--- config.mk ---
export PLATFORM = sky130hd
export DESIGN_NAME = slide_unit
export DESIGN_NICKNAME = d
export VERILOG_FILES = /design/src/rtl/slide_pkg.sv /design/src/rtl/slide_launch_chk.sv /design/src/rtl/slide_src_calc.sv /design/src/rtl/slide_seq.sv /design/src/rtl/slide_unit.sv
export SDC_FILE = /design/constraint.sdc
export NUM_CORES = 1
export LEC_CHECK = 0
export BUFFER_PORTS_ARGS = -buffer_cell sky130_fd_sc_hd__buf_2
export CORE_MARGIN = 2
export CORE_UTILIZATION = 40
export CTS_CLUSTER_SIZE = 25
export DETAILED_ROUTE_END_ITERATION = 10
export HOLD_SLACK_MARGIN = 0.1
export MAX_ROUTING_LAYER = met4
export RECOVER_POWER = 100
export SLEW_MARGIN = 10
export SYNTH_ARGS = -nofsm -noshare
export SYNTH_HDL_FRONTEND = slang
export SYNTH_SLANG_ARGS = --single-unit
--- constraint.sdc ---
create_clock -name clk -period 8.3 [get_ports clk]
set_input_delay 0.83 -clock clk [delete_from_list [all_inputs] [get_ports clk]]
set_output_delay 0.83 -clock clk [all_outputs]
set_load 0.05 [all_outputs]
--- src/rtl/slide_pkg.sv ---
package slide_pkg;
  localparam int unsigned ELEM_W = 64;

  typedef enum logic [1:0] {
    ACT_SKIP   = 2'd0,
    ACT_READ   = 2'd1,
    ACT_ZERO   = 2'd2,
    ACT_SCALAR = 2'd3
  } slide_act_e;

  typedef enum logic [1:0] {
    S_IDLE   = 2'd0,
    S_EVAL   = 2'd1,
    S_RDWAIT = 2'd2,
    S_DONE   = 2'd3
  } slide_state_e;

  function automatic logic [ELEM_W-1:0] width_mask(input logic [3:0] wb);
    case (wb)
      4'd1:    return 64'h0000_0000_0000_00FF;
      4'd2:    return 64'h0000_0000_0000_FFFF;
      4'd4:    return 64'h0000_0000_FFFF_FFFF;
      default: return '1;
    endcase
  endfunction

  function automatic logic width_legal(input logic fp, input logic [3:0] wb);
    if (fp) return (wb == 4'd4) || (wb == 4'd8);
    return (wb == 4'd1) || (wb == 4'd2) || (wb == 4'd4) || (wb == 4'd8);
  endfunction
endpackage

--- src/rtl/slide_launch_chk.sv ---
module slide_launch_chk
  import slide_pkg::*;
#(
  parameter int IDX_W = 7,
  parameter int OFF_W = 32
) (
  input  logic             down,
  input  logic             by_one,
  input  logic             fp,
  input  logic [3:0]       wb,
  input  logic [OFF_W-1:0] offset,
  input  logic [IDX_W-1:0] vlmax,
  output logic             noop,
  output logic             bad_width
);
  localparam int CW = OFF_W + IDX_W;

  always_comb begin
    noop      = !down && !by_one && (CW'(offset) > CW'(vlmax));
    bad_width = !width_legal(fp, wb);
  end
endmodule

--- src/rtl/slide_src_calc.sv ---
module slide_src_calc
  import slide_pkg::*;
#(
  parameter int IDX_W = 7,
  parameter int OFF_W = 32
) (
  input  logic             down,
  input  logic             by_one,
  input  logic [IDX_W-1:0] idx,
  input  logic [OFF_W-1:0] offset,
  input  logic [IDX_W-1:0] vlmax,
  output slide_act_e       act,
  output logic [IDX_W-1:0] src_idx
);
  localparam int WIDE = ((OFF_W > IDX_W) ? OFF_W : IDX_W) + 2;

  function automatic logic signed [WIDE-1:0] src_pos(input logic dn,
                                                     input logic [IDX_W-1:0] i,
                                                     input logic [OFF_W-1:0] amt);
    logic signed [WIDE-1:0] iw, aw;
    iw = $signed({{(WIDE-IDX_W){1'b0}}, i});
    aw = $signed({{(WIDE-OFF_W){1'b0}}, amt});
    return dn ? (iw + aw) : (iw - aw);
  endfunction

  logic [OFF_W-1:0]       amt;
  logic signed [WIDE-1:0] pos;
  logic signed [WIDE-1:0] lim;
  logic                   below;
  logic                   beyond;

  always_comb begin
    amt     = by_one ? OFF_W'(1) : offset;
    pos     = src_pos(down, idx, amt);
    lim     = $signed({{(WIDE-IDX_W){1'b0}}, vlmax});
    below   = pos[WIDE-1];
    beyond  = !below && (pos >= lim);
    src_idx = pos[IDX_W-1:0];
    if (by_one)      act = (below || beyond) ? ACT_SCALAR : ACT_READ;
    else if (below)  act = ACT_SKIP;
    else if (beyond) act = ACT_ZERO;
    else             act = ACT_READ;
  end
endmodule

--- src/rtl/slide_seq.sv ---
module slide_seq
  import slide_pkg::*;
#(
  parameter int IDX_W = 7
) (
  input  logic             clk,
  input  logic             rst_n,
  input  logic             launch,
  input  logic             launch_noop,
  input  logic             launch_bad,
  input  logic [IDX_W-1:0] vstart,
  input  logic [IDX_W-1:0] vl,
  input  logic             act_read,
  output logic [IDX_W-1:0] cur,
  output logic             busy,
  output logic             eval_active,
  output logic             rd_phase,
  output logic             done,
  output logic             exc,
  output logic             vstart_clr
);
  slide_state_e state;
  logic         exc_q;
  logic         clr_q;
  logic         in_range;

  assign in_range = cur < vl;

  always_ff @(posedge clk or negedge rst_n) begin
    if (!rst_n) begin
      state <= S_IDLE;
      cur   <= '0;
      exc_q <= 1'b0;
      clr_q <= 1'b0;
    end else begin
      case (state)
        S_IDLE: begin
          if (launch) begin
            exc_q <= 1'b0;
            clr_q <= 1'b0;
            cur   <= vstart;
            if (launch_noop) state <= S_DONE;
            else if (launch_bad) begin
              exc_q <= 1'b1;
              state <= S_DONE;
            end else state <= S_EVAL;
          end
        end
        S_EVAL: begin
          if (!in_range) begin
            clr_q <= 1'b1;
            state <= S_DONE;
          end else if (act_read) state <= S_RDWAIT;
          else cur <= cur + 1'b1;
        end
        S_RDWAIT: begin
          cur   <= cur + 1'b1;
          state <= S_EVAL;
        end
        default: state <= S_IDLE;
      endcase
    end
  end

  always_comb begin
    busy        = (state != S_IDLE);
    eval_active = (state == S_EVAL) && in_range;
    rd_phase    = (state == S_RDWAIT);
    done        = (state == S_DONE);
    exc         = done && exc_q;
    vstart_clr  = done && clr_q;
  end
endmodule

--- src/rtl/slide_unit.sv ---
module slide_unit
  import slide_pkg::*;
#(
  parameter int MAXVL = 64,
  parameter int OFF_W = 32,
  localparam int IDX_W = $clog2(MAXVL + 1)
) (
  input  logic              clk,
  input  logic              rst_n,
  input  logic              start,
  input  logic              op_down,
  input  logic              op_by_one,
  input  logic              op_fp,
  input  logic [OFF_W-1:0]  offset,
  input  logic [ELEM_W-1:0] scalar,
  input  logic [3:0]        elem_bytes,
  input  logic [IDX_W-1:0]  vl,
  input  logic [IDX_W-1:0]  vlmax,
  input  logic [IDX_W-1:0]  vstart,
  input  logic [MAXVL-1:0]  mask,
  output logic              busy,
  output logic              done,
  output logic              exc,
  output logic              vstart_clr,
  output logic              src_rd,
  output logic [IDX_W-1:0]  src_idx,
  input  logic [ELEM_W-1:0] src_data,
  output logic              dst_we,
  output logic [IDX_W-1:0]  dst_idx,
  output logic [ELEM_W-1:0] dst_data
);
  localparam int MIDX = (MAXVL > 1) ? $clog2(MAXVL) : 1;

  // operands captured at launch
  logic              down_q, by_one_q;
  logic [OFF_W-1:0]  off_q;
  logic [ELEM_W-1:0] scalar_q;
  logic [3:0]        wb_q;
  logic [IDX_W-1:0]  vl_q, vlmax_q, vstart_q;
  logic [MAXVL-1:0]  mask_q;

  logic              launch, launch_noop, launch_bad;
  logic [IDX_W-1:0]  cur;
  logic              eval_active, rd_phase;
  slide_act_e        raw_act, act;
  logic [IDX_W-1:0]  calc_idx;
  logic              mask_bit;
  logic [ELEM_W-1:0] wmask;

  // named events for the checker
  logic ev_launch, ev_read, ev_write;

  assign launch = start && !busy;

  always_ff @(posedge clk or negedge rst_n) begin
    if (!rst_n) begin
      down_q   <= 1'b0;
      by_one_q <= 1'b0;
      off_q    <= '0;
      scalar_q <= '0;
      wb_q     <= '0;
      vl_q     <= '0;
      vlmax_q  <= '0;
      vstart_q <= '0;
      mask_q   <= '0;
    end else if (launch) begin
      down_q   <= op_down;
      by_one_q <= op_by_one;
      off_q    <= offset;
      scalar_q <= scalar;
      wb_q     <= elem_bytes;
      vl_q     <= vl;
      vlmax_q  <= vlmax;
      vstart_q <= vstart;
      mask_q   <= mask;
    end
  end

  slide_launch_chk #(.IDX_W(IDX_W), .OFF_W(OFF_W)) u_launch (
    .down      (op_down),
    .by_one    (op_by_one),
    .fp        (op_fp),
    .wb        (elem_bytes),
    .offset    (offset),
    .vlmax     (vlmax),
    .noop      (launch_noop),
    .bad_width (launch_bad)
  );

  slide_src_calc #(.IDX_W(IDX_W), .OFF_W(OFF_W)) u_calc (
    .down    (down_q),
    .by_one  (by_one_q),
    .idx     (cur),
    .offset  (off_q),
    .vlmax   (vlmax_q),
    .act     (raw_act),
    .src_idx (calc_idx)
  );

  slide_seq #(.IDX_W(IDX_W)) u_seq (
    .clk         (clk),
    .rst_n       (rst_n),
    .launch      (launch),
    .launch_noop (launch_noop),
    .launch_bad  (launch_bad),
    .vstart      (vstart),
    .vl          (vl_q),
    .act_read    (act == ACT_READ),
    .cur         (cur),
    .busy        (busy),
    .eval_active (eval_active),
    .rd_phase    (rd_phase),
    .done        (done),
    .exc         (exc),
    .vstart_clr  (vstart_clr)
  );

  always_comb begin
    mask_bit  = (32'(cur) < MAXVL) ? mask_q[cur[MIDX-1:0]] : 1'b0;
    act       = mask_bit ? raw_act : ACT_SKIP;
    wmask     = width_mask(wb_q);
    ev_launch = launch;
    ev_read   = eval_active && (act == ACT_READ);
    ev_write  = rd_phase ||
                (eval_active && ((act == ACT_ZERO) || (act == ACT_SCALAR)));
    src_rd    = ev_read;
    src_idx   = calc_idx;
    dst_we    = ev_write;
    dst_idx   = cur;
    if (rd_phase)                dst_data = src_data & wmask;
    else if (act == ACT_SCALAR)  dst_data = scalar_q & wmask;
    else                         dst_data = '0;
  end
endmodule

* After elaboration in Yosys (flattened, before gate mapping)
Cells that the tools add are included.
** Word-level totals
- Register bits after elaboration :: 191
- ROM bits :: 0
- Output and inout bits :: 84
- Input port bits :: 255
- Bits in writable memories :: 0
- Memories :: 0
- Latch bits :: 0
** Cells by class
- $lt $le $gt $ge :: 5
- Divide/modulo/power cells :: 0
- Shift-type cells :: 0
- Equality and inequality tests :: 18
- Mux-type cells :: 31
- Bitwise gates (word level) :: 2
- Multiply operators :: 0
- Add/subtract/negate cells :: 3
- Reductions and logical operators :: 28
** Operators by type and width (number)
- $pmux W64 S3 :: 1
- $and A64 B64 Y64 :: 2
- $mux W64 :: 2
- $ge A34 B8 Y1 :: 1
- $mux W34 :: 1
- $add A7 B32 Y33 :: 1
- $sub A7 B32 Y33 :: 1
- $gt A32 B7 Y1 :: 1
- $mux W32 :: 1
- $mux W7 :: 3
- $pmux W7 S3 :: 1
- $mux W2 :: 10
- $logic_and A1 B1 Y1 :: 9
- $mux W1 :: 9
- $eq A2 B2 Y1 const B :: 4
- $eq A4 B1 Y1 const B :: 2
- $eq A4 B2 Y1 const B :: 2
- $eq A4 B3 Y1 const B :: 2
- $add A7 B1 Y7 const B :: 1
- $logic_or A1 B1 Y1 :: 7
- $lt A6 B7 Y1 const B :: 1
- $lt A7 B7 Y1 :: 1
- $lt A7 B7 Y1 const B :: 1
- $bmux W1 S6 :: 1
- 14 further kinds :: 22

* Logic depth before layout (Yosys ltp)
Gate-level depths: netlist of the first run.
- Word-level depth :: 13
- Mapped depth :: 27

* By module
A second synthesis of the first run with hierarchy kept.
** Second synthesis, totals
- Cell total of the unflattened synthesis :: 1253
- Area, all modules :: 12922.4 µm²
** By module, submodules not included
- slide_unit :: cells an instance 664, area each 8852.2 µm², times used 1
- slide_src_calc :: cells an instance 438, area each 2834.0 µm², times used 1
- slide_seq :: cells an instance 111, area each 945.9 µm², times used 1
- slide_launch_chk :: cells an instance 40, area each 290.3 µm², times used 1

* Worst setup path after synthesis of the first run
OpenSTA, ideal clock, no wires.
- Path kind :: flip-flop to output port
- Start :: register u_seq.cur[0]
- End :: output src_rd
- Arrival :: 6263 ps
- Path buffers :: 4
- Stages on the path, launching flop included :: 22
- Path slack :: 1207 ps
- Required time :: 7470 ps
- Cells stage by stage :: dfrtp_1 > clkbuf_1 > buf_2 > clkbuf_1 > inv_1 > ha_1 > nand2b_1 > a21oi_1 > nor2_1 > xor2_1 > o21ai_0 > ha_1 > nand3_1 > nor2_1 > a21oi_1 > nand2_1 > nand2_1 > o21ba_2 > nand2_1 > or4b_4 > buf_6 > nor2b_1
** On the way
- Longest elaborated chain between the ends :: 10
- Elaborated cells on any way between the ends :: 20
- Those cells by class :: add/sub (2); order compare (3); eq/ne (1); mux (9); reduce/logical (5)
** Ends and longest elaborated chain
- start: declaration :: line slide_seq.sv:14 : output logic [IDX_W-1:0] cur,
- start signal: assignment :: line slide_seq.sv:41 : cur <= vstart;
- start signal: assignment :: line slide_seq.sv:54 : else cur <= cur + 1'b1;
- start signal: assignment :: line slide_seq.sv:57 : cur <= cur + 1'b1;
- $sub A7 B32 Y33 or $add A7 B32 Y33 (tied branches) :: line slide_src_calc.sv:23 : return dn ? (iw + aw) : (iw - aw);
- $mux W34 * :: line slide_src_calc.sv:23
- net src_idx[5] :: line slide_unit.sv:26 : output logic [IDX_W-1:0] src_idx,
- $ge A34 B8 Y1 * :: line slide_src_calc.sv:37 : beyond = !below && (pos >= lim);
- $logic_and A1 B1 Y1 * :: line slide_src_calc.sv:37
- $mux W2 or $logic_or A1 B1 Y1 (tied branches) :: line slide_src_calc.sv:41, slide_src_calc.sv:39
- $mux W2 (on tied branches) :: line slide_src_calc.sv:40, slide_src_calc.sv:39
- $mux W2 * :: line slide_src_calc.sv:39 : if (by_one) act = (below || beyond) ? ACT_SCALAR : ACT_READ;
- $mux W2 * :: line slide_unit.sv:120 : act = mask_bit ? raw_act : ACT_SKIP;
- $eq A2 B1 Y1 * :: line slide_unit.sv:123 : ev_read = eval_active && (act == ACT_READ);
- $logic_and A1 B1 Y1 * :: line slide_unit.sv:123
- end: declaration :: line slide_unit.sv:25 : output logic src_rd,
Mark *: on every way through the listed nets, which the timed path passes. The rest lies on a longest branch. The select of a mux whose other input is x is not followed.

* Final worst setup path of the first run
- Start :: register u_seq.cur[1]
- End :: output dst_data[54]
** On the way
- Longest elaborated chain between the ends :: 11
- Elaborated cells on any way between the ends :: 19
- Those cells by class :: add/sub (2); order compare (2); eq/ne (1); mux (11); reduce/logical (3)
** Ends and longest elaborated chain
- $sub A7 B32 Y33 or $add A7 B32 Y33 (tied branches) :: line slide_src_calc.sv:23
- $mux W34 :: line slide_src_calc.sv:23
- $ge A34 B8 Y1 or $logic_not A1 Y1 (tied branches) :: line slide_src_calc.sv:37
- $logic_and A1 B1 Y1 :: line slide_src_calc.sv:37
- $mux W2 or $logic_or A1 B1 Y1 (tied branches) :: line slide_src_calc.sv:41, slide_src_calc.sv:39
- $mux W2 (on tied branches) :: line slide_src_calc.sv:40, slide_src_calc.sv:39
- $mux W2 :: line slide_src_calc.sv:39
- $mux W2 * :: line slide_unit.sv:120
- $eq A2 B2 Y1 * :: line slide_unit.sv:131 : else if (act == ACT_SCALAR) dst_data = scalar_q & wmask;
- $mux W64 * :: line slide_unit.sv:131
- $mux W64 * :: line slide_unit.sv:130 : if (rd_phase) dst_data = src_data & wmask;
- end: declaration :: line slide_unit.sv:30 : output logic [ELEM_W-1:0] dst_data
Every way passes the cells marked *; elsewhere a longest branch is shown, timed or not. The select of a mux whose other input is x is not followed.

==> flow_summary.json, run 1 <==
{
  "grt_overflow": 0,
  "synthXorXnorAreaFrac_pct": 1.541,
  "synth_most_common_cell": "dfrtp_1",
  "ys.flop_type": "dfrtp_1",
  "seq_area_frac_synth_pct": 40.04,
  "finalHoldViolCount": 0,
  "grt_antenna_before_repair": 9,
  "place_ws_ns": 2.075,
  "place.gp.congestion": 0.9297,
  "setup_viol": 0,
  "start_util_pct": 40.49,
  "tns_ns": 0,
  "grt.met2_usage_pct": 40.61,
  "rows": 63,
  "drc_errors": 0,
  "path_delay_family": "compound AO/OA/AOI/OAI gates",
  "crit_buf_inv": 3,
  "ios": 339,
  "synth_cell_type_count": 81,
  "drive_above_1_share_pct": 35.18,
  "post_cts_buffers": 0,
  "ant_nets": 0,
  "ir_worst_vdd_mv": 0.2476,
  "grt_util_met3_pct": 5.262,
  "fmax_mhz": 137.5,
  "clk_latency_ns": 0.45,
  "htree_levels": 4,
  "grt_util_met1_pct": 30.95,
  "finalWirelength_um": 38000,
  "synth_seq_cells": 191,
  "worst_slack_ns": 1.027,
  "ys_top_cells_by_count": "191 x dfrtp_1, 174 x mux2_2, 69 x nand2_1",
  "grt_usage_pct": 25.04,
  "yosys.area.top_type": "dfrtp_1",
  "cts_tree": "built",
  "yosys.area.top_type_share_pct": 40.04,
  "numPlacedInstances": 1799,
  "postSynthCellCount": 1132,
  "cts_hold_buffers": 0,
  "cts_resized": 0,
  "clk_pin_slew_ns": 0.07,
  "muxShareOfSynthArea_pct": 20.39,
  "viasPerCell": 5.693,
  "grt_pass1_vias": 10440,
  "portBuffers": 338,
  "crit_path_max_incr_delay_ns": 1.08,
  "synth_area_um2": 11940,
  "layout.nets": 1728,
  "async_flop_share_pct": 100.0,
  "hp-class": "reg2reg",
  "vias": 10480,
  "clk_path_buf_depth": 2,
  "grt_max_degree": 117,
  "stdcell_count": 1840,
  "drt_iter0_drc": 849,
  "die_h_um": 176.8,
  "die_w_um": 176.8,
  "grt_pass1_wl_um": 58540,
  "crit_path_top_delay_cell": "clkbuf_1",
  "crit_chain": "clkbuf_1 -> ha_1 -> nor2b_1 -> o311ai_0 -> nand2_1 -> xor2_1 -> nand2_1 -> o21ai_0 -> ha_1 -> nand3_1 -> nor2_1 -> a21oi_1 -> nand2_1 -> nand2_1 -> o21ba_1 -> nand2_1 -> nor3_2 -> nor2_4 -> buf_12 -> a32o_1 -> clkbuf_1",
  "finalCritPeriodShare_pct": 87.62,
  "critPathMostFrequentCell": "nand2_1",
  "gr-max-usage-layer": "met2",
  "layout_min_cycle_time_ns": 7.273,
  "relSlewSlack_pct": -328.2,
  "synth_top_family_by_area": "multiplexers",
  "cp.arrival_ns": 6.44,
  "status": "finished, violations left",
  "violations": "capacitance limit, slew limit",
  "critical_path_required_ns": 7.47,
  "end_kind": "primary output",
  "skew_ns": 0.01313,
  "synth_nets": 1431,
  "synth_compound_area_share_pct": 15.56,
  "hpwl_um": 28760,
  "crit_path_start_kind": "register",
  "crit_type": "reg2out",
  "cts_root_buf": "clkbuf_16",
  "avgSynthCellArea_um2": 10.55,
  "path_max_fanout": 41,
  "maxCapViolCount": 4,
  "fp.dieArea_um2": 31240,
  "numCtsBuffers": 17,
  "yosys_warnings": 0,
  "finalPower_w": 0.007249,
  "yosys.area_share.adder_pct": 4.737,
  "multi_input_comb_area_um2": 6690,
  "clock-sinks": 191,
  "slew_violations": 311,
  "rsz0062_at_grt": "no",
  "final-seq-area_um2": 4780,
  "synth-simple-area-share_pct": 13.78,
  "n_fill_cell": 2862,
  "power_density_nw_per_um2": 501.9,
  "leakage_nw": 6.330,
  "wl_per_cell_um": 20.65,
  "core_area_um2": 29480,
  "synthToLayoutAreaGrowth_pct": 20.98,
  "synth_edf_count": 0,
  "synthTopCellsByArea": "dfrtp_1 40%, mux2_2 16%, ha_1 4.4%",
  "first_pass_iters": 5,
  "tightestPinTransition_ns": 6.423
}
-- worst register-to-register path: stages, from the launching register on --
cell      delay [ns]
dfrtp_1         0.41
inv_1           0.10
ha_1            0.25
nand2_1         1.64
clkbuf_1        3.06
mux2_2          0.71
-- registers in the layout (all words and copies together) (netlist names) --
register and count:
mask_q 64, scalar_q 64, off_q 32, u_seq.cur 7
vl_q 7, vlmax_q 7, wb_q 4, u_seq.state 2
by_one_q 1, down_q 1, u_seq.clr_q 1, u_seq.exc_q 1
-- report_power, final --
group	switching [W]	internal [W]	total, W
Combinational	0.00284	0.00169	0.00453
Sequential	0.000464	0.00141	0.00187
Clock	0.000406	0.000444	0.000850
-- per-layer routing --
layer,vias up,wire length (µm)
met5,-,0
met4,0,991
met3,65,2464
met2,426,18780
met1,5131,15760
li1,4854,-
-- worst paths after layout --
| kind | end | startpoint | slack [ns] | depth (start not counted) |
|---|---|---|---|---|
| max reg2reg | by_one_q$_DFFE_PN0P_ | u_seq.state[0]$_DFFE_PN0P_ | 2.04 | 5 |
| min in group asynchronous | mask_q[20]$_DFFE_PN0P_ | rst_n | 2.76 | 1 |
| min | vlmax_q[2]$_DFFE_PN0P_ | vlmax_q[2]$_DFFE_PN0P_ | 0.48 | 2 |
| max | dst_data[54] | u_seq.cur[1]$_DFFE_PN0P_ | 1.03 | 21 |
| min reg2reg | vlmax_q[2]$_DFFE_PN0P_ | vlmax_q[2]$_DFFE_PN0P_ | 0.48 | 2 |
| max in group asynchronous | off_q[21]$_DFFE_PN0P_ | rst_n | 1.89 | 1 |
-- cell families after synthesis --
logic type               after synthesis
AND/OR/NAND/NOR                      302
AO/OA/AOI/OAI                        248
multiplexers                         205
flip-flops                           191
buffers and inverters                121
adder cells (fa/ha/maj)               44
XOR/XNOR                              21
-- layout by cell type (no fill, tap or decap), types with 6 or more instances in the layout --
cell         n
nand4_1     20
nor3_1      13
clkbuf_1    80
a22oi_1      8
and2_1       9
a22o_1       8
nor4_1      13
o21ai_0     46
mux2i_1     17
a31oi_1      9
mux4_2      13
xnor2_1     14
ha_1        42
a32o_1      48
a21oi_1     36
a211oi_1     6
or4_1        6
o22ai_1      7
nor2b_1     23
mux2_2     173
buf_4        8
nor2_1      57
xor2_1       7
and4_1       6
inv_1       47
nand3_1     26
o21a_1       8
dfrtp_1    191
o211ai_1     9
o31ai_1      6
and3_1      10
diode_2      9
buf_2      261
nand4b_1     6
inv_8        7
clkbuf_16   17
nand2b_1    14
nand2_1     69
-- layout make-up --
cell class	count	share of cell area (%)
multi-input cells	820	46.32
flip-flops and latches	191	33.09
repair buffers	350	11.68
well taps	390	3.379
clock buffers	19	3.136
inverters	49	1.273
clock inverters	12	0.9616
diodes	9	0.1559
-- stage by stage --
stage | utilization, % | hold slack [ns] | cell area, µm²
after floorplan | - | 0.4424 | 11940
after global placement | 47.29 | 0.4637 | 13940
after detailed placement | 47.29 | 0.4739 | 13940
after CTS | 49.30 | 0.4899 | 14530
after global routing | 48.98 | 0.5204 | 14440
final | 48.99 | 0.4830 | 14440
(Power assumes the default switching activity.)
==> run 2, diff against run 1 <==
--- a/config.mk
+++ b/config.mk
@@ -12,6 +12,7 @@
 export DETAILED_ROUTE_END_ITERATION = 10
 export HOLD_SLACK_MARGIN = 0.1
 export MAX_ROUTING_LAYER = met4
+export PLACE_DENSITY = 0.66
 export RECOVER_POWER = 100
 export SLEW_MARGIN = 10
 export SYNTH_ARGS = -nofsm -noshare
==> constraint.sdc (replaced) <==
create_clock -name clk -period 6.4 [get_ports clk]
set_input_delay 0.64 -clock clk [delete_from_list [all_inputs] [get_ports clk]]
set_output_delay 0.64 -clock clk [all_outputs]
set_load 0.05 [all_outputs]
==> run 2 against run 1 <==
The flow still finishes with violations (capacitance limit, slew limit); clock-buffer cell count fell by 2; worst setup slack got worse by 0.64 ns; global-route usage rose by 0.060 points; sequential cell count did not move; largest power group unchanged; highest routed layer unchanged.
==> flow_summary.json, run 2 (synthesized netlist as in run 1, its figures left out) <==
{
  "final_cell_mix": "274 x buf_2, 191 x dfrtp_1, 173 x mux2_2, 69 x nand2_1, 57 x nor2_1",
  "clk_path_buf_depth": 2,
  "crit_buf_inv": 4,
  "leakage_nw": 6.512,
  "hpwl_um": 28630,
  "crit_path_start_kind": "register",
  "tightestPinTransition_ns": 3.413,
  "crit_type": "reg2out",
  "drt_iter0_drc": 845,
  "grt_max_degree": 117,
  "grt_overflow": 0,
  "start_util_pct": 40.49,
  "htree_levels": 4,
  "first_pass_iters": 6,
  "core_area_um2": 29480,
  "multi_input_comb_area_um2": 6700,
  "crit_path_top_delay_cell": "dfrtp_1",
  "rows": 63,
  "reg_top3": "mask_q (64), scalar_q (64), off_q (32)",
  "grt_usage_pct": 25.10,
  "layout_min_cycle_time_ns": 6.016,
  "status": "finished, violations left",
  "tns_ns": 0,
  "skew_ns": 0.01372,
  "layout.nets": 1734,
  "drc_errors": 0,
  "clk_pin_slew_ns": 0.08,
  "path_max_fanout": 41,
  "grt_antenna_before_repair": 4,
  "finalCritPeriodShare_pct": 94.00,
  "finalHoldViolCount": 0,
  "post_cts_buffers": 0,
  "grt_pass1_wl_um": 59120,
  "relSlewSlack_pct": -128.1,
  "numCtsBuffers": 17,
  "vias": 10540,
  "viasPerCell": 5.722,
  "hp-class": "in2reg",
  "drive_above_1_share_pct": 38.91,
  "final_common_cell": "buf_2",
  "cts_hold_buffers": 0,
  "fp.dieArea_um2": 31240,
  "synthToLayoutAreaGrowth_pct": 21.50,
  "ios": 339,
  "cts_root_buf": "clkbuf_16",
  "clock-sinks": 191,
  "cp.arrival_ns": 5.38,
  "path_delay_family": "simple AND/OR/NAND/NOR gates",
  "holdWs_ns": 0.4084,
  "n_fill_cell": 2826,
  "place_ws_ns": 0.6218,
  "worst_slack_ns": 0.3843,
  "finalPower_w": 0.009437,
  "setup_viol": 0,
  "power_density_nw_per_um2": 650.6,
  "place.gp.congestion": 0.9563,
  "violations": "capacitance limit, slew limit",
  "grt_pass1_vias": 10600,
  "crit_path_max_incr_delay_ns": 0.66,
  "ant_nets": 0,
  "die_h_um": 176.8,
  "portBuffers": 338,
  "rsz0062_at_grt": "no",
  "maxCapViolCount": 6,
  "end_kind": "primary output",
  "fmax_mhz": 166.2,
  "crit_chain": "inv_1 -> fa_1 -> nand2b_1 -> a21oi_1 -> o22ai_1 -> clkbuf_1 -> or3_1 -> o211ai_1 -> xnor2_1 -> nor4b_1 -> nand4_1 -> nor3_2 -> nor2_4 -> buf_6 -> a32o_1 -> clkbuf_2",
  "finalWirelength_um": 37830,
  "final-seq-area_um2": 4780,
  "ir_worst_vdd_mv": 0.4335,
  "die_w_um": 176.8,
  "clk_latency_ns": 0.46,
  "cts_tree": "built",
  "wl_per_cell_um": 20.55,
  "critical_path_required_ns": 5.76,
  "slew_violations": 385,
  "cts_resized": 0
}
run 2: changes by cell type in the layout (fill, tap and decap cells not counted), moves of 3 or more:
cell,before,now
clkbuf_1,80,33
inv_8,7,1
buf_2,261,274
buf_4,8,11
diode_2,9,4
clkinv_8,0,3
clkbuf_2,0,37
inv_6,1,7
run 2: worst paths after layout:
kind                                            startpoint                        to  slack (ns)  cells past startpoint
worst max-delay path              u_seq.cur[1]$_DFFE_PN0P_              dst_data[48]        0.38                     16
worst min register to register      vlmax_q[3]$_DFFE_PN0P_    vlmax_q[3]$_DFFE_PN0P_        0.49                      2
worst min-delay path                              mask[32]    mask_q[32]$_DFFE_PN0P_        0.41                      2
worst max register to register  u_seq.state[0]$_DFFE_PN0P_     mask_q[7]$_DFFE_PN0P_        0.80                      5
max in group asynchronous                            rst_n    vlmax_q[3]$_DFFE_PN0P_        2.17                      2
min in group asynchronous                            rst_n  scalar_q[52]$_DFFE_PN0P_        1.07                      1
run 2: cell type report:
type                            count  share of cell area [%]
Clock inverter                     14                  0.9834
Inverter                           49                   1.268
Tap cell                          390                   3.364
Antenna cell                        4                 0.06901
Multi-Input combinational cell    820                   46.20
Sequential cell                   191                   32.95
Timing Repair Buffer              356                   12.23
Clock buffer                       17                   2.933
run 2: metrics by stage:
step / utilization [%] / instances / instance area (µm²)
6_report: 49.20 / 1841 / 14500
5_1_grt: 49.19 / 1840 / 14500
4_1_cts: 49.41 / 1836 / 14570
3_5_place_dp: 47.48 / 1805 / 14000
3_3_place_gp: 47.48 / 1805 / 14000
2_1_floorplan: - / 1132 / 11950
run 2: routing by layer:
layer | vias to the layer above | global-route usage [%] | share of wire [%]
li1 | 4873 | - | -
met1 | 5202 | 31.09 | 41
met2 | 401 | 42.17 | 50
met3 | 59 | 4.038 | 6.2
met4 | 0 | 7.782 | 2.2
met5 | - | - | 0
run 2: power breakdown:
group          switching, W  total [W]  internal (W)
sequential         0.000643    0.00247       0.00183
combinational       0.00366    0.00591       0.00225
clock              0.000537    0.00105      0.000516
==> run 3, diff against run 2 <==
--- a/config.mk
+++ b/config.mk
@@ -8,6 +8,7 @@
 export BUFFER_PORTS_ARGS = -buffer_cell sky130_fd_sc_hd__buf_2
 export CORE_MARGIN = 2
 export CORE_UTILIZATION = 40
+export CTS_BUF_LIST = sky130_fd_sc_hd__clkbuf_4 sky130_fd_sc_hd__clkbuf_8
 export CTS_CLUSTER_SIZE = 25
 export DETAILED_ROUTE_END_ITERATION = 10
 export HOLD_SLACK_MARGIN = 0.1
@@ -17,4 +18,5 @@
 export SLEW_MARGIN = 10
 export SYNTH_ARGS = -nofsm -noshare
 export SYNTH_HDL_FRONTEND = slang
+export SYNTH_HIERARCHICAL = 1
 export SYNTH_SLANG_ARGS = --single-unit
==> run 3 against run 2 <==
The run still ends with capacitance limit, slew limit left; register-to-register slack worse by 0.07 ns; wire length is 4.1% higher; total power is 0.63% higher; global-route usage is 1.3 points lower; core utilization is 1.4 points lower; via count is 7.3% higher; synthesized cell count is 11% higher; sequential cell count stayed put; cell count is 6.4% higher; non-clock buffer count is 3 lower.
==> flow_summary.json, run 3 <==
{
  "status": "finished, violations left",
  "violations": "capacitance limit, slew limit",
  "htree_levels": 4,
  "fmax_mhz": 162.5,
  "place_area_um2": 14770,
  "numCtsBuffers": 17,
  "core_area_um2": 31720,
  "cts_tree": "built",
  "path_max_fanout": 64,
  "yosys.area_share.adder_pct": 4.280,
  "viasPerCell": 5.773,
  "rr_worst_depth": 10,
  "critical_path_required_ns": 5.76,
  "maxCapViolCount": 4,
  "synth_nets": 1551,
  "ant_nets": 0,
  "cts_hold_buffers": 0,
  "synth_compound_area_share_pct": 14.60,
  "first_pass_iters": 5,
  "ios": 339,
  "grt.met2_usage_pct": 37.95,
  "drc_errors": 0,
  "ir_worst_vdd_mv": 0.2933,
  "grt_util_met3_pct": 5.626,
  "clk_latency_ns": 0.49,
  "grt_usage_pct": 23.85,
  "start_util_pct": 40.74,
  "skew_ns": 0.01805,
  "hpwl_um": 29160,
  "synth-simple-area-share_pct": 17.73,
  "async_flop_share_pct": 100.0,
  "tightestPinTransition_ns": 4.173,
  "yosys.area.top_type": "dfrtp_1",
  "avgSynthCellArea_um2": 10.31,
  "power_density_nw_per_um2": 626.8,
  "drt_iter0_drc": 934,
  "tns_ns": 0,
  "synth_edf_count": 0,
  "drive_above_1_share_pct": 41.59,
  "rsz0062_at_grt": "no",
  "multi_input_comb_area_um2": 7443,
  "n_fill_cell": 3031,
  "layout.nets": 1831,
  "cp.arrival_ns": 5.51,
  "final_common_cell": "buf_2",
  "synth_most_common_cell": "dfrtp_1",
  "synthToLayoutAreaGrowth_pct": 17.25,
  "synth_seq_cells": 191,
  "finalHoldViolCount": 0,
  "synthXorXnorAreaFrac_pct": 0.9489,
  "wl_per_cell_um": 20.10,
  "leakage_nw": 6.711,
  "synthTopCellsByArea": "dfrtp_1 37%, mux2_2 16%, o21ai_2 4.1%",
  "rows": 65,
  "gr-max-usage-layer": "met2",
  "crit_type": "reg2out",
  "cts_root_buf": "clkbuf_8",
  "grt_overflow": 0,
  "clk_pin_slew_ns": 0.13,
  "grt_util_met1_pct": 30.02,
  "synth_area_um2": 12920,
  "reg_top3": "mask_q (64), scalar_q (64), off_q (32)",
  "slew_violations": 405,
  "crit_path_start_kind": "register",
  "ys.flop_type": "dfrtp_1",
  "seq_area_frac_synth_pct": 36.99,
  "layout_min_cycle_time_ns": 6.155,
  "grt_pass1_vias": 11210,
  "die_w_um": 183.7,
  "portBuffers": 338,
  "ys_top_cells_by_count": "191 x dfrtp_1, 182 x mux2_2, 82 x nand3_1",
  "post_cts_buffers": 0,
  "hp-class": "in2reg",
  "fin_util_pct": 47.77,
  "clk_path_buf_depth": 2,
  "fp.dieArea_um2": 33760,
  "clock-sinks": 191,
  "grt_max_degree": 185,
  "grt_pass1_wl_um": 61090,
  "yosys.area.top_type_share_pct": 36.99,
  "setup_viol": 0,
  "final_cell_mix": "273 x buf_2, 191 x dfrtp_1, 181 x mux2_2, 82 x nand3_1, 63 x nand3b_1",
  "hold_path_depth": 2,
  "fin_area_um2": 15150,
  "cts_resized": 0,
  "synth_cell_type_count": 95,
  "end_kind": "primary output",
  "yosys_warnings": 6,
  "vias": 11300,
  "final-seq-area_um2": 4780,
  "postSynthCellCount": 1253,
  "finalCritPeriodShare_pct": 96.17,
  "finalWirelength_um": 39360,
  "die_h_um": 183.7,
  "muxShareOfSynthArea_pct": 19.97,
  "synth_top_family_by_area": "multiplexers",
  "place.gp.congestion": 0.9467,
  "grt_antenna_before_repair": 12,
  "relSlewSlack_pct": -178.2
}
[run 3: changes by cell type in the layout (fill, tap and decap cells not counted), sizes merged, moves of 7 or more]
cell,change
a21o,+7
a21oi,+15
a32o,-48
mux2,+7
nand2,-14
nand3,+56
nand3b,+59
nand4,-8
nor2b,-9
nor3,+10
o21ai,+48
[run 3: final timing paths]
| path | slack, ns | start | to |
|---|---|---|---|
| min in group asynchronous | 1.07 | rst_n | mask_q[16]$_DFFE_PN0P_ |
| setup / recovery | 0.25 | by_one_q$_DFFE_PN0P_ | dst_data[55] |
| hold / removal | 0.37 | mask[24] | mask_q[24]$_DFFE_PN0P_ |
| hold reg to reg | 0.50 | u_seq/exc_q$_DFFE_PN0P_ | u_seq/exc_q$_DFFE_PN0P_ |
| max in group asynchronous | 2.15 | rst_n | scalar_q[48]$_DFFE_PN0P_ |
| setup reg to reg | 0.73 | u_seq/state[0]$_DFFE_PN0P_ | u_seq/cur[0]$_DFFE_PN0P_ |
[run 3: logic make-up (layout without fill, tap and decap cells)]
logic type,after synthesis,in the layout
AO/OA/AOI/OAI,254,254
adder cells (fa/ha/maj),43,43
flip-flops,191,191
XOR/XNOR,14,14
buffers and inverters,137,430
multiplexers,213,213
other,0,10
AND/OR/NAND/NOR,401,401
[run 3: critical path, cell delays in order, from the launching register on]
cell      delay [ns]
dfrtp_1         0.40
or2_2           0.32
ha_1            0.21
fa_1            0.38
nor2b_1         0.16
o211a_1         0.30
or3_4           0.40
a21oi_1         0.16
a311oi_1        0.07
or3_1           0.43
nand4b_1        0.19
or4_1           0.56
o31ai_1         0.29
nand3_1         0.13
a21o_4          0.21
buf_12          0.18
o21ai_2         0.21
clkbuf_2        0.29
[run 3: final cells by class]
cell class              instances  share of cell area (%)
multi-input cells             925                   49.12
flip-flops and latches        191                   31.54
repair buffers                353                   12.05
well taps                     402                   3.320
clock buffers                  17                   1.544
clock inverters                15                   1.140
inverters                      45                   1.115
diodes                         10                  0.1652
[run 3: through the flow]
step | worst slack, ns | instances | hold WS (ns) | power (W)
3_5_place_dp | 0.8401 | 1916 | 0.4691 | 0.008616
6_report | 0.2453 | 1958 | 0.3720 | 0.009497
5_1_grt | 0.01806 | 1958 | 0.3256 | 0.01019
4_1_cts | 0.2715 | 1948 | 0.3032 | 0.009464
3_3_place_gp | 0.9646 | 1916 | 0.4629 | 0.008570
2_1_floorplan | -0.05718 | 1253 | 0.3444 | 0.007236
[run 3: routing by layer]
layer	wire length, µm	share of wire [%]
met5	0	0
met4	1045	2.7
met3	2865	7.3
met2	18940	48
met1	16510	42
[run 3: report_power, final]
part / leakage [nW] / switching [W] / total (W) / internal [W]
sequential: 2.24 / 0.000576 / 0.00240 / 0.00182
combinational: 4.26 / 0.00390 / 0.00628 / 0.00238
clock: 0.206 / 0.000513 / 0.000813 / 0.000300
total: 6.71 / 0.00499 / 0.00950 / 0.00451
